[src/rtl/flash_gate_pkg.sv]
package flash_gate_pkg;
  localparam logic [7:0] CMD_PAGE_ERASE = 8'h55;
  localparam logic [7:0] CMD_MASS_ERASE = 8'hAA;
  localparam int CTL_PWE_BIT  = 0;
  localparam int CTL_MEEN_BIT = 1;
  localparam int CTL_SEC_BIT  = 6;

  typedef enum logic [1:0] {
    RSEL_NONE = 2'd0,
    RSEL_CMD  = 2'd1,
    RSEL_PAGE = 2'd2,
    RSEL_CTL  = 2'd3
  } rsel_t;
endpackage

[src/rtl/fg_decode.sv]
module fg_decode
  import flash_gate_pkg::*;
#(
  parameter int ADDR_W = 8,
  parameter logic [ADDR_W-1:0] CMD_ADDR  = 8'h94,
  parameter logic [ADDR_W-1:0] PAGE_ADDR = 8'hB7,
  parameter logic [ADDR_W-1:0] CTL_ADDR  = 8'hB2
) (
  input  logic              wr,
  input  logic [ADDR_W-1:0] addr,
  output logic              wr_cmd,
  output logic              wr_page,
  output logic              wr_ctl,
  output rsel_t             rsel
);
  always_comb begin
    wr_cmd  = wr && (addr == CMD_ADDR);
    wr_page = wr && (addr == PAGE_ADDR);
    wr_ctl  = wr && (addr == CTL_ADDR);
    if (addr == CMD_ADDR)       rsel = RSEL_CMD;
    else if (addr == PAGE_ADDR) rsel = RSEL_PAGE;
    else if (addr == CTL_ADDR)  rsel = RSEL_CTL;
    else                        rsel = RSEL_NONE;
  end
endmodule

[src/rtl/fg_erase_seq.sv]
module fg_erase_seq
  import flash_gate_pkg::*;
#(
  parameter int DATA_W = 8,
  parameter int PAGE_W = DATA_W - 1
) (
  input  logic              clk,
  input  logic              rst,
  input  logic              wr_cmd,
  input  logic              wr_page,
  input  logic              wr_ctl,
  input  logic [DATA_W-1:0] wdata,
  input  logic              dbg_en,
  input  logic              fl_busy,
  output logic [PAGE_W-1:0] page_q,
  output logic              page_go,
  output logic              mass_go,
  output logic [PAGE_W-1:0] erase_page
);
  logic page_armed, mass_armed;
  logic start_page, start_mass;

  always_comb begin
    start_page = wr_cmd && !fl_busy && page_armed &&
                 (wdata == CMD_PAGE_ERASE[DATA_W-1:0]);
    start_mass = wr_cmd && !fl_busy && mass_armed && dbg_en &&
                 (wdata == CMD_MASS_ERASE[DATA_W-1:0]);
  end

  always_ff @(posedge clk) begin
    if (rst) begin
      page_q     <= '0;
      page_armed <= 1'b0;
      mass_armed <= 1'b0;
      page_go    <= 1'b0;
      mass_go    <= 1'b0;
      erase_page <= '0;
    end else begin
      page_go <= start_page;
      mass_go <= start_mass;
      if (start_page) erase_page <= page_q;
      if (wr_page) begin
        page_q     <= wdata[PAGE_W:1];
        page_armed <= 1'b1;
      end else if (start_page) begin
        page_armed <= 1'b0;
      end
      if (wr_ctl)          mass_armed <= wdata[CTL_MEEN_BIT];
      else if (start_mass) mass_armed <= 1'b0;
    end
  end
endmodule

[src/rtl/fg_ctl_bits.sv]
module fg_ctl_bits (
  input  logic clk,
  input  logic rst,
  input  logic wr_ctl,
  input  logic pwe_in,
  input  logic sec_in,
  input  logic ints_on,
  input  logic byte_done,
  output logic pwe,
  output logic secure
);
  always_ff @(posedge clk) begin
    if (rst) begin
      pwe    <= 1'b0;
      secure <= 1'b0;
    end else begin
      if (byte_done)                 pwe <= 1'b0;
      else if (wr_ctl && !ints_on)   pwe <= pwe_in;
      if (wr_ctl && sec_in)          secure <= 1'b1;
    end
  end
endmodule

[src/rtl/flash_gate_sfr.sv]
module flash_gate_sfr
  import flash_gate_pkg::*;
#(
  parameter int ADDR_W = 8,
  parameter int DATA_W = 8,
  parameter logic [ADDR_W-1:0] CMD_ADDR  = 8'h94,
  parameter logic [ADDR_W-1:0] PAGE_ADDR = 8'hB7,
  parameter logic [ADDR_W-1:0] CTL_ADDR  = 8'hB2
) (
  input  logic              clk,
  input  logic              rst,
  input  logic              sfr_wr,
  input  logic              sfr_rd,
  input  logic [ADDR_W-1:0] sfr_addr,
  input  logic [DATA_W-1:0] sfr_wdata,
  output logic [DATA_W-1:0] sfr_rdata,
  input  logic              ints_on,
  input  logic              dbg_en,
  input  logic              fl_busy,
  input  logic              fl_byte_done,
  output logic              page_erase_go,
  output logic              mass_erase_go,
  output logic [DATA_W-2:0] erase_page,
  output logic              prog_wr_en,
  output logic              secure_lock
);
  localparam int PAGE_W = DATA_W - 1;

  logic wr_cmd, wr_page, wr_ctl;
  rsel_t rsel;
  logic [PAGE_W-1:0] page_q;
  logic [DATA_W-1:0] rd_next;

  fg_decode #(.ADDR_W(ADDR_W), .CMD_ADDR(CMD_ADDR), .PAGE_ADDR(PAGE_ADDR),
              .CTL_ADDR(CTL_ADDR)) dec_i (
    .wr(sfr_wr), .addr(sfr_addr), .wr_cmd(wr_cmd), .wr_page(wr_page),
    .wr_ctl(wr_ctl), .rsel(rsel));

  fg_erase_seq #(.DATA_W(DATA_W), .PAGE_W(PAGE_W)) seq_i (
    .clk(clk), .rst(rst), .wr_cmd(wr_cmd), .wr_page(wr_page), .wr_ctl(wr_ctl),
    .wdata(sfr_wdata), .dbg_en(dbg_en), .fl_busy(fl_busy), .page_q(page_q),
    .page_go(page_erase_go), .mass_go(mass_erase_go), .erase_page(erase_page));

  fg_ctl_bits ctl_i (
    .clk(clk), .rst(rst), .wr_ctl(wr_ctl), .pwe_in(sfr_wdata[CTL_PWE_BIT]),
    .sec_in(sfr_wdata[CTL_SEC_BIT]), .ints_on(ints_on),
    .byte_done(fl_byte_done), .pwe(prog_wr_en), .secure(secure_lock));

  always_comb begin
    rd_next = '0;
    case (rsel)
      RSEL_PAGE: rd_next = {page_q, 1'b0};
      RSEL_CTL: begin
        rd_next[CTL_PWE_BIT] = prog_wr_en;
        rd_next[CTL_SEC_BIT] = secure_lock;
      end
      default: rd_next = '0;
    endcase
  end

  always_ff @(posedge clk) begin
    if (rst)         sfr_rdata <= '0;
    else if (sfr_rd) sfr_rdata <= rd_next;
  end
endmodule

[config.mk]
export PLATFORM = sky130hd
export DESIGN_NAME = flash_gate_sfr
export DESIGN_NICKNAME = d
export VERILOG_FILES = /design/src/rtl/flash_gate_pkg.sv /design/src/rtl/fg_decode.sv /design/src/rtl/fg_erase_seq.sv /design/src/rtl/fg_ctl_bits.sv /design/src/rtl/flash_gate_sfr.sv
export SDC_FILE = /design/constraint.sdc
export NUM_CORES = 1
export LEC_CHECK = 0
export ABC_AREA = 0
export ABC_CLOCK_PERIOD_IN_PS = 2800
export BUFFER_PORTS_ARGS = -buffer_cell sky130_fd_sc_hd__buf_2
export CELL_PAD_IN_SITES_DETAIL_PLACEMENT = 0
export CELL_PAD_IN_SITES_GLOBAL_PLACEMENT = 2
export CORE_MARGIN = 4
export CORE_UTILIZATION = 27
export DETAILED_ROUTE_END_ITERATION = 8
export GPL_ROUTABILITY_DRIVEN = 0
export GPL_TIMING_DRIVEN = 1
export PLACE_DENSITY = 0.77
export SYNTH_ARGS = -nofsm -noshare
export SYNTH_HDL_FRONTEND = slang
export SYNTH_SLANG_ARGS = --single-unit
[constraint.sdc]
create_clock -name clk -period 2.8 [get_ports clk]
set_input_delay 0.42 -clock clk [delete_from_list [all_inputs] [get_ports clk]]
set_output_delay 0.42 -clock clk [all_outputs]
set_load 0.005 [all_outputs]
---- After elaboration in Yosys (flattened, before gate mapping) ----
Cells that the tools add are included.
cells by class
  eq/ne operators ......................... 7
  bitwise logic cells ..................... 0
  shift operators ......................... 0
  div/mod/pow operators ................... 0
  magnitude comparators ................... 0
  reductions and logical operators ........ 16
  add/subtract/negate cells ............... 0
  $mul .................................... 0
  mux-type cells .......................... 11
operators by type and width
  kind                                                                   count
  8-bit equality test, second input constant                             4
  1-bit logical AND                                                      11
  8-bit by 7-bit equality test with 1-bit output, second input constant  1
  1-bit 2-to-1 mux                                                       6
  2-bit 2-to-1 mux                                                       3
  5-bit 2-to-1 mux                                                       1
  2-bit equality test, second input constant                             2
  2-bit nonzero test                                                     2
  1-bit zero test                                                        2
  1-bit case mux with 2 select lines                                     1
  2-bit OR reduction                                                     1
storage, ports and cells
  input bits .............................. 24
  flip-flop bits (word level) ............. 28
  word-level logic and storage cells ...... 43
  memories ................................ 0
  bits in latches ......................... 0
  bits in read-only memories .............. 0
  output and inout bits ................... 19
  memory bits (writable) .................. 0

---- Depth between registers and ports, before layout ----
Gate-level depths: netlist (run 1).
  word-level depth ........................ 8
  mapped depth ............................ 6
  gate-level depth less buffers ........... 4

---- Modules after synthesis ----
From an unflattened synthesis (run 1), not the netlist that was laid out.
unflattened totals
  cell total of the unflattened synthesis .. 130
  area total of the unflattened synthesis .. 1,282.5 um^2
by module, submodules not included
  module          area each (um^2)  cells an instance  sequential area each (um^2)  instances
  fg_erase_seq    757.0             74                 360.3                        1
  flash_gate_sfr  346.6             36                 160.2                        1
  fg_decode       96.3              13                 0.0                          1
  fg_ctl_bits     82.6              7                  40.0                         1

---- Least setup slack after synthesis (run 1) ----
Ideal clock, no wire load.
  path kind ............................... input -> register
  start point ............................. input sfr_addr[5]
  end point ............................... register seq_i.erase_page[5]
  arrival time ............................ 2.081 ns
  slack ................................... 0.648 ns
  library setup time ...................... 0.071 ns
  required time ........................... 2.729 ns
  cell stages on the path ................. 6
  buffers on the path ..................... 2
  cells stage by stage .................... or4b_1 or4b_1 buf_2 buf_6 or3_1 a21oi_1
between the ends
  longest elaborated chain between the ends .. 5
ends and longest elaborated chain
  what                            line                  source
  start, declared                 flash_gate_sfr.sv:14  input logic [ADDR_W-1:0] sfr_addr,
  8-bit equality test             fg_decode.sv:17       wr_cmd = wr && (addr == CMD_ADDR);
  1-bit logical AND               fg_decode.sv:17
  1-bit logical AND (3 in a row)  fg_erase_seq.sv:24    start_page = wr_cmd && !fl_busy && page_armed &&
  end signal, assigned            fg_erase_seq.sv:41    if (start_page) erase_page <= page_q;
  end, declared                   fg_erase_seq.sv:18    output logic [PAGE_W-1:0] erase_page
Every way passes these cells.
A chain may end at the register's enable or synchronous reset.

---- Final worst setup path (run 1) ----
  start point ............................. input sfr_addr[5]
  end point ............................... register seq_i.mass_armed
between the ends
  longest elaborated chain between the ends .. 7
  elaborated cells on any way between the ends .. 10
  classes of those cells .................. eq/ne (2); mux (1); reduce/logical (7)
ends and longest elaborated chain
  what                                 line                source
  8-bit equality test                  fg_decode.sv:17
  1-bit logical AND                    fg_decode.sv:17
  1-bit logical AND (4 in a row)       fg_erase_seq.sv:26  start_mass = wr_cmd && !fl_busy && mass_armed && dbg_en &&
  2-bit nonzero test (no source line)  --
  end signal, assigned                 fg_erase_seq.sv:48  if (wr_ctl) mass_armed <= wdata[CTL_MEEN_BIT];
  end, declared                        fg_erase_seq.sv:20  logic page_armed, mass_armed;
Parallel ways exist; a longest one is shown, timed or not.

==> impl_metrics.yaml, run 1 <==
clock_network:
  cts_root_buffer: "clkbuf_8"
  cts.sinks: 28
  clock_path_buffers: 2
  cts_tree: "done"
  cts_setup_buffers: 0
  numCtsBuffers: 3
  ctsHoldBuffers: 0
  clk_latency_ns: 0.28
  clkTransAtPathRegs_ns: 0.09
  ctsHtreeMaxLevel: 1
  cts_repair_resize_count: 0
logic_synthesis:
  synth.distinct_cells: 28
  synth_seq_cells: 28
  synthCells: 128
  netlist_area_sq_um: 1150
  yosysWarnings: 0
  synth_flop_cell: "dfxtp_1"
  synthTopCellsByArea: "dfxtp_1, mux2i_1, nor2_1"
  synth.avg_cell_area_sq_um: 8.97
  synth_fp_nets: 152
  synth_top_area_cell: "dfxtp_1"
  synth-edff-count: 0
  synth.top_cell.area_share_pct: 48.8
  yosysSeqAreaShare_pct: 48.8
  synthArstFlopShare_pct: 0
cells_and_area:
  antenna_cells: 0
  layout_common_cells: "buf_2, dfxtp_1, nor2_1"
  area_delta_synth_final_pct: 27.2
  drive_gt1_share_pct: 29.2
  nets: 193
  finalInstanceArea_sq_um: 1460
  fill_cells: 432
  fin_util_pct: 36.0
  final_common_cell: "buf_2"
timing:
  grt_setup_unrepaired: "false"
  setup_viol: 0
  clock_skew_ns: 0.00833
  max_freq_mhz: 466
  drv_slew: 0
  hold_viol_final: 0
  period_share_pct: 76.7
  relSlewSlack_pct: 48.2
  worstMarginPinSlew_ns: 0.772
  finalCriticalPeriod_ns: 2.15
  fin_setup_tns_ns: 0
route:
  vias: 1035
  drtIter0Drc: 33
  drt-vias-per-instance: 4.75
  wl_per_cell_um: 13.5
  drc: 0
  antenna_left: 0
  drtPass1Iterations: 4
  wirelength_um: 2950
grt:
  antenna_found_initial: 0
  grt_max_degree: 28
  grt_use_total_pct: 11.4
  grt_overflow: 0
  grt_pass1_vias: 1006
  grt_pass1_wl_um: 4770
critical_path:
  required_ns: 2.95
  crit_start: "sfr_addr[5]"
  r2r_cells: 4
  cp_max_fo: 17
  arrival_ns: 2.30
  r2r_start: "seq_i.page_armed"
  endpoint_kind: "flop"
  startpoint_type: "primary input"
  crit_type: "primary input to flop"
place:
  dpl.hpwl_um: 2290
  port_buffers: 42
  placed_area_sq_um: 1390
floorplan:
  io_pins: 43
  fp.dieArea_sq_um: 5360
  die_y_um: 73.2
  row_count: 23
  initial_core_util_pct: 28.3
  fp.dieW_um: 73.2
  core_sq_um: 4060
pwr:
  p_leak_nw: 0.564
  pwr_density_cell_nw_per_um2: 521
  ir_drop_v: 0.000284
flow_run:
  max_cap_viol_count: 0
hold_path:
  hp-start: "fl_byte_done"
  hold-path-cell-count: 2
  hold_path_class: "primary input to flop"
run_status:
  outcome: "finished clean"
## registers in the layout, summed over array words and instances, names as in the netlist
| signal | cells |
|---|---|
| ctl_i.secure | 1 |
| seq_i.page_go | 1 |
| seq_i.page_armed | 1 |
| seq_i.mass_go | 1 |
| seq_i.erase_page | 7 |
| ctl_i.pwe | 1 |
| sfr_rdata | 8 |
| seq_i.page_q | 7 |
| seq_i.mass_armed | 1 |
## critical path: stages
cell	delay, ns
buf_2	0.11
or4b_1	0.50
or4b_1	0.72
nor4_1	0.43
o41ai_1	0.12
## cell usage after synthesis (all sizes together), types with 3 or more instances
cell    instances
or4b            3
clkbuf          4
a22oi           7
or3             7
nor3            5
o21ai           8
mux2i           8
inv            10
dfxtp          28
nor2           19
nand2           4
a21oi           8
## layout make-up
class,count,area (sq um),area share [%]
Sequential cell,28,561,38.4
Multi-Input combinational cell,84,519,35.5
Timing Repair Buffer,42,210,14.4
Tap cell,50,62.6,4.28
Clock buffer,3,41.3,2.83
Inverter,10,37.5,2.57
Clock inverter,1,30.0,2.05
## metrics by stage
step	worst slack (ns)	hold slack (ns)	std cells	total power, mW
CTS	0.642	0.295	218	0.767
global route	0.558	0.310	218	0.785
global placement	0.418	0.451	214	0.447
finish	0.653	0.298	218	0.761
floorplan	0.648	0.431	128	0.422
detailed placement	0.342	0.461	214	0.447
## path summary, 6_finish.rpt
path,slack (ns),end
max,0.65,seq_i.mass_armed
max reg2reg,1.14,seq_i.erase_page[5]
min,0.30,ctl_i.pwe
min reg2reg,0.48,seq_i.page_armed
## routing by layer
metal / vias to the layer above / GRT usage, % / wire length (um)
li1: 531 / - / -
met1: 477 / 14.9 / 1380
met2: 25 / 18.9 / 1410
met3: 2 / 2.89 / 144
met4: 0 / 2.46 / 19
met5: - / 0 / 0
## report_power, final
part / internal, mW / switching (mW)
Combinational: 0.0165 / 0.0226
Sequential: 0.398 / 0.000141
Clock: 0.192 / 0.132
Total: 0.606 / 0.155
## logic make-up (layout without fill, tap and decap cells)
| logic type | count (synthesis) | in the layout | synth area share (%) |
|---|---|---|---|
| buffers and inverters | 16 | 56 | 5.99 |
| multiplexers | 8 | 8 | 6.97 |
| AO/OA/AOI/OAI | 26 | 26 | 13.8 |
| flip-flops | 28 | 28 | 48.8 |
| AND/OR/NAND/NOR | 50 | 50 | 24.4 |
Power figures use the tool's default switching activity.
==> run 2: changes to the inputs <==
Settings changed: ABC_CLOCK_PERIOD_IN_PS 2800 to 2160.
Clock period 2.8 ns to 2.16 ns, I/O delays scaled along.
==> run 2 against run 1 <==
Design area grew 2.5%. Largest power group unchanged. Sequential power grew 30%. Combinational power grew 36%. Critical endpoint unchanged. Via count grew 3.3%. Core utilization grew 0.89 points. Worst setup slack lost 0.44 ns.
==> impl_metrics.yaml, run 2 (synthesis results as in run 1) <==
run_status:
  outcome: "finished clean"
cells_and_area:
  nets: 200
  largest_register: "sfr_rdata"
  area_delta_synth_final_pct: 30.4
  ff_latch_area_sq_um: 561
  final_common_cell: "buf_2"
  drive_gt1_share_pct: 32.0
  fill_cells: 437
  layout_common_cells: "buf_2, dfxtp_1, nor2_1"
  multiInputGateArea_sq_um: 519
  antenna_cells: 0
  largest_register_ffs: 8
  reg_top3: "sfr_rdata: 8 flops, seq_i.erase_page: 7 flops, seq_i.page_q: 7 flops"
route:
  drt-vias-per-instance: 4.75
  vias: 1069
  wl_per_cell_um: 13.8
  drtIter0Drc: 43
  drc: 0
  antenna_left: 0
  drtPass1Iterations: 4
  wirelength_um: 3100
floorplan:
  row_count: 23
  core_sq_um: 4060
  io_pins: 43
  die_y_um: 73.2
  initial_core_util_pct: 28.3
  fp.dieW_um: 73.2
  fp.dieArea_sq_um: 5360
grt:
  grt_max_degree: 28
  grt_use_total_pct: 12.3
  antenna_found_initial: 0
  grt_pass1_wl_um: 5070
  grt_pass1_vias: 1080
  grt_overflow: 0
timing:
  max_freq_mhz: 514
  whs_ns: 0.192
  grt_setup_unrepaired: "false"
  finalCriticalPeriod_ns: 1.95
  clock_skew_ns: 0.00270
  setup_viol: 0
  relSlewSlack_pct: 67.7
  fin_setup_tns_ns: 0
  drv_slew: 0
  worstMarginPinSlew_ns: 0.484
  hold_viol_final: 0
  period_share_pct: 90.1
pwr:
  ir_drop_v: 0.000368
  clkPwrFrac_pct: 36.7
  pwr_density_cell_nw_per_um2: 600
  seq_power_share_pct: 57.4
  switching_share_pct: 21.8
  comb_power_share_pct: 5.9
  p_leak_nw: 0.589
  p_switching_mw: 0.196
  internal_power_mw: 0.703
critical_path:
  endpoint_kind: "flop"
  cp_slowest_cell: "or4b_1"
  crit_path_max_incr_delay_ns: 0.51
  required_ns: 2.32
  arrival_ns: 2.10
  worstPathCellList: "buf_2 -> or4b_1 -> or4b_1 -> buf_4 -> nor4_1 -> o41ai_1"
  cpLargestDelayFamily: "simple AND/OR/NAND/NOR gates"
  startpoint_type: "primary input"
  cp.buffers_inverters: 2
  cp_max_fo: 15
  crit_top_cell: "or4b_1"
  crit_type: "primary input to flop"
clock_network:
  ctsHtreeMaxLevel: 1
  cts.sinks: 28
  ctsHoldBuffers: 0
  cts_setup_buffers: 0
  clkTransAtPathRegs_ns: 0.09
  clock_path_buffers: 2
  cts_tree: "done"
  numCtsBuffers: 3
  cts_root_buffer: "clkbuf_8"
  cts_repair_resize_count: 0
  clk_latency_ns: 0.28
place:
  port_buffers: 42
  dpl.hpwl_um: 2370
flow_run:
  max_cap_viol_count: 0
hold_path:
  hold_path_class: "primary input to flop"
-- run 2: layout make-up --
class | instances | share of cell area (%)
inverters | 10 | 2.51
multi-input cells | 84 | 34.7
clock buffers | 4 | 3.68
repair buffers | 49 | 17.5
flip-flops and latches | 28 | 37.4
well taps | 50 | 4.18
-- run 2: final timing paths --
kind	startpoint	to	slack (ns)	depth (start not counted)
worst max-delay path	sfr_addr[5]	seq_i.mass_armed	0.21	6
worst min-delay path	fl_byte_done	ctl_i.pwe	0.19	2
worst max register to register	seq_i.page_armed	seq_i.erase_page[4]	0.82	5
worst min register to register	seq_i.page_armed	seq_i.page_armed	0.48	2
-- run 2: power groups by stage --
stage | logic [mW] | clock network, mW | registers (mW)
global route | 0.0579 | 0.365 | 0.516
finish | 0.0531 | 0.330 | 0.516
detailed placement | 0.0534 | 0 | 0.528
floorplan | 0.0192 | 0 | 0.528
CTS | 0.0535 | 0.339 | 0.516
global placement | 0.0527 | 0 | 0.528
-- run 2: per-stage QoR --
stage	area (sq um)	cells	worst slack, ns	util, %	power [mW]
4_1_cts	1500	225	0.228	36.9	0.909
6_report	1500	225	0.214	36.9	0.899
3_3_place_gp	1440	221	-0.0000562	35.6	0.581
3_5_place_dp	1440	221	-0.0770	35.6	0.582
5_1_grt	1500	225	0.0840	36.9	0.939
2_1_floorplan	1150	128	0.104	-	0.547
-- run 2: routing by layer --
| metal | GRT usage (%) | vias to the layer above | wire (um) |
|---|---|---|---|
| met5 | 0 | - | 0 |
| met4 | 4.30 | 0 | 44 |
| met3 | 3.72 | 5 | 195 |
| met2 | 20.4 | 27 | 1470 |
| met1 | 15.1 | 489 | 1390 |
| li1 | - | 548 | - |
==> run 3: changes to the inputs <==
Settings changed: CORE_UTILIZATION 27 to 29, SYNTH_HIERARCHICAL from default to 1.
==> run 3 against run 2 <==
Worst setup slack improved by 0.30 ns. Core utilization increased by 1.6 points. Critical path depth unchanged. First-iteration DRC count increased by 150%. Combinational power increased by 19%.
==> impl_metrics.yaml, run 3 <==
route:
  vias: 1051
  drt-vias-per-instance: 4.73
  drtPass1Iterations: 4
  wirelength_um: 2970
  drc: 0
  antenna_left: 0
  wl_per_cell_um: 13.4
  drtIter0Drc: 106
logic_synthesis:
  yosysWarnings: 6
  synth.most_common_cell: "dfxtp_1"
  synth.top_cell.area_share_pct: 43.7
  synth_top_area_cell: "dfxtp_1"
  synthTopCellsByCount: "dfxtp_1, nand2b_1, mux2i_1"
  netlist_area_sq_um: 1280
  yosysSeqAreaShare_pct: 43.7
  synth_fp_nets: 154
  synth.avg_cell_area_sq_um: 9.87
  synthTopCellsByArea: "dfxtp_1, mux2i_1, nand2b_1"
  synth.distinct_cells: 31
  synth-edff-count: 0
  synthCells: 130
  synth_flop_cell: "dfxtp_1"
  synth_seq_cells: 28
  synthArstFlopShare_pct: 0
cells_and_area:
  largest_register: "sfr_rdata"
  final_cells: 222
  final_common_cell: "buf_2"
  antenna_cells: 0
  nets: 197
  fill_cells: 426
  layout_common_cells: "buf_2, dfxtp_1, nand2b_1"
  drive_gt1_share_pct: 31.4
  area_delta_synth_final_pct: 24.6
  largest_register_ffs: 8
  finalInstanceArea_sq_um: 1600
  reg_top3: "sfr_rdata: 8 flops, seq_i/erase_page: 7 flops, seq_i/page_q: 7 flops"
timing:
  whs_ns: 0.214
  relSlewSlack_pct: 60.5
  clock_skew_ns: 0.00701
  fin_setup_tns_ns: 0
  worstMarginPinSlew_ns: 0.592
  grt_setup_unrepaired: "false"
  max_freq_mhz: 606
  setup_viol: 0
  period_share_pct: 76.4
  hold_viol_final: 0
  drv_slew: 0
  finalCriticalPeriod_ns: 1.65
floorplan:
  initial_core_util_pct: 30.9
  row_count: 23
  core_sq_um: 4140
  fp.dieArea_sq_um: 5550
  io_pins: 43
  fp.dieW_um: 74.5
  die_y_um: 74.5
run_status:
  outcome: "finished clean"
critical_path:
  startpoint_type: "primary input"
  arrival_ns: 1.85
  endpoint_kind: "flop"
  crit_type: "primary input to flop"
  required_ns: 2.36
  cp_max_fo: 9
clock_network:
  clkTransAtPathRegs_ns: 0.09
  cts.sinks: 28
  cts_root_buffer: "clkbuf_8"
  cts_repair_resize_count: 0
  numCtsBuffers: 3
  clk_latency_ns: 0.27
  cts_setup_buffers: 0
  ctsHoldBuffers: 0
  clock_path_buffers: 2
  ctsHtreeMaxLevel: 1
  cts_tree: "done"
place:
  placed_area_sq_um: 1540
  dpl.hpwl_um: 2270
  dp_cells: 218
  port_buffers: 42
pwr:
  p_leak_nw: 0.601
  seq_power_share_pct: 57.8
  ir_drop_v: 0.000327
  fin_total_pwr_mw: 0.893
  clkPwrFrac_pct: 35.2
  p_switching_mw: 0.185
  internal_power_mw: 0.709
  comb_power_share_pct: 7.1
  pwr_density_cell_nw_per_um2: 559
  switching_share_pct: 20.7
hold_path:
  hold_path_class: "primary input to flop"
grt:
  use_met1_pct: 14.8
  grt_overflow: 0
  grt_max_degree: 39
  grt_use_met3_pct: 3.11
  grt_use_total_pct: 10.8
  antenna_found_initial: 0
  top_usage_layer: "met2"
  grtUsageMet2_pct: 17.4
  grt_pass1_vias: 1013
  grt_pass1_wl_um: 4730
flow_run:
  max_cap_viol_count: 0
==> run 3: changes by cell type in the layout (fill, tap and decap cells not counted), sizes merged, moves of 8 or more <==
cell,before,now
mux2i,8,16
nor2,19,9
inv,10,1
nand2b,0,23
==> run 3: path summary, 6_finish.rpt <==
kind                    start                  end  slack (ns)  cells after the start
max               sfr_addr[6]  seq_i/erase_page[4]        0.51                      6
min              fl_byte_done            ctl_i/pwe        0.21                      2
max reg2reg  seq_i/page_armed  seq_i/erase_page[4]        0.81                      3
min reg2reg      sfr_rdata[7]         sfr_rdata[7]        0.47                      2
==> run 3: kinds of logic (layout without fill, tap and decap cells) <==
kind of cell | count (synthesis) | count (layout) | share of synthesized area, %
AOI/OAI and AO/OA | 13 | 13 | 6.15
xor gates and xnor gates | 1 | 1 | 0.683
buffers and inverters | 9 | 51 | 3.61
DFF | 28 | 28 | 43.7
muxes | 16 | 16 | 12.5
and+or+nand+nor | 63 | 63 | 33.4
==> run 3: worst max-delay path, stage by stage <==
cell and delay [ns]:
buf_2 0.09, nand4bb_1 0.20, nor3_1 0.27, and4b_1 0.23
and4_1 0.49, mux2i_1 0.25
==> run 3: area by class of cell <==
class | count | area [sq um] | share of cell area (%)
multi-input combinational | 93 | 676 | 42.3
sequential | 28 | 561 | 35.1
clock buffer | 4 | 55.1 | 3.45
tap | 50 | 62.6 | 3.92
timing repair buffer | 46 | 240 | 15.0
inverter | 1 | 3.75 | 0.235
==> run 3: metal layers <==
metal / wire [um] / vias up
met4: 10 / 0
met2: 1350 / 25
met1: 1440 / 480
met3: 171 / 2
li1: - / 544
met5: 0 / -
==> run 3: power groups by stage <==
stage | clock (mW) | combinational, mW | sequential [mW]
6_report | 0.314 | 0.0630 | 0.516
5_1_grt | 0.358 | 0.0690 | 0.516
4_1_cts | 0.332 | 0.0635 | 0.516
3_5_place_dp | 0 | 0.0634 | 0.528
3_3_place_gp | 0 | 0.0628 | 0.528
2_1_floorplan | 0 | 0.0291 | 0.528
==> run 3: per-stage QoR <==
stage | util, % | setup slack (ns)
4_1_cts | 38.6 | 0.512
3_5_place_dp | 37.2 | 0.228
2_1_floorplan | - | 0.493
3_3_place_gp | 37.2 | 0.336
5_1_grt | 38.6 | 0.405
6_report | 38.6 | 0.510
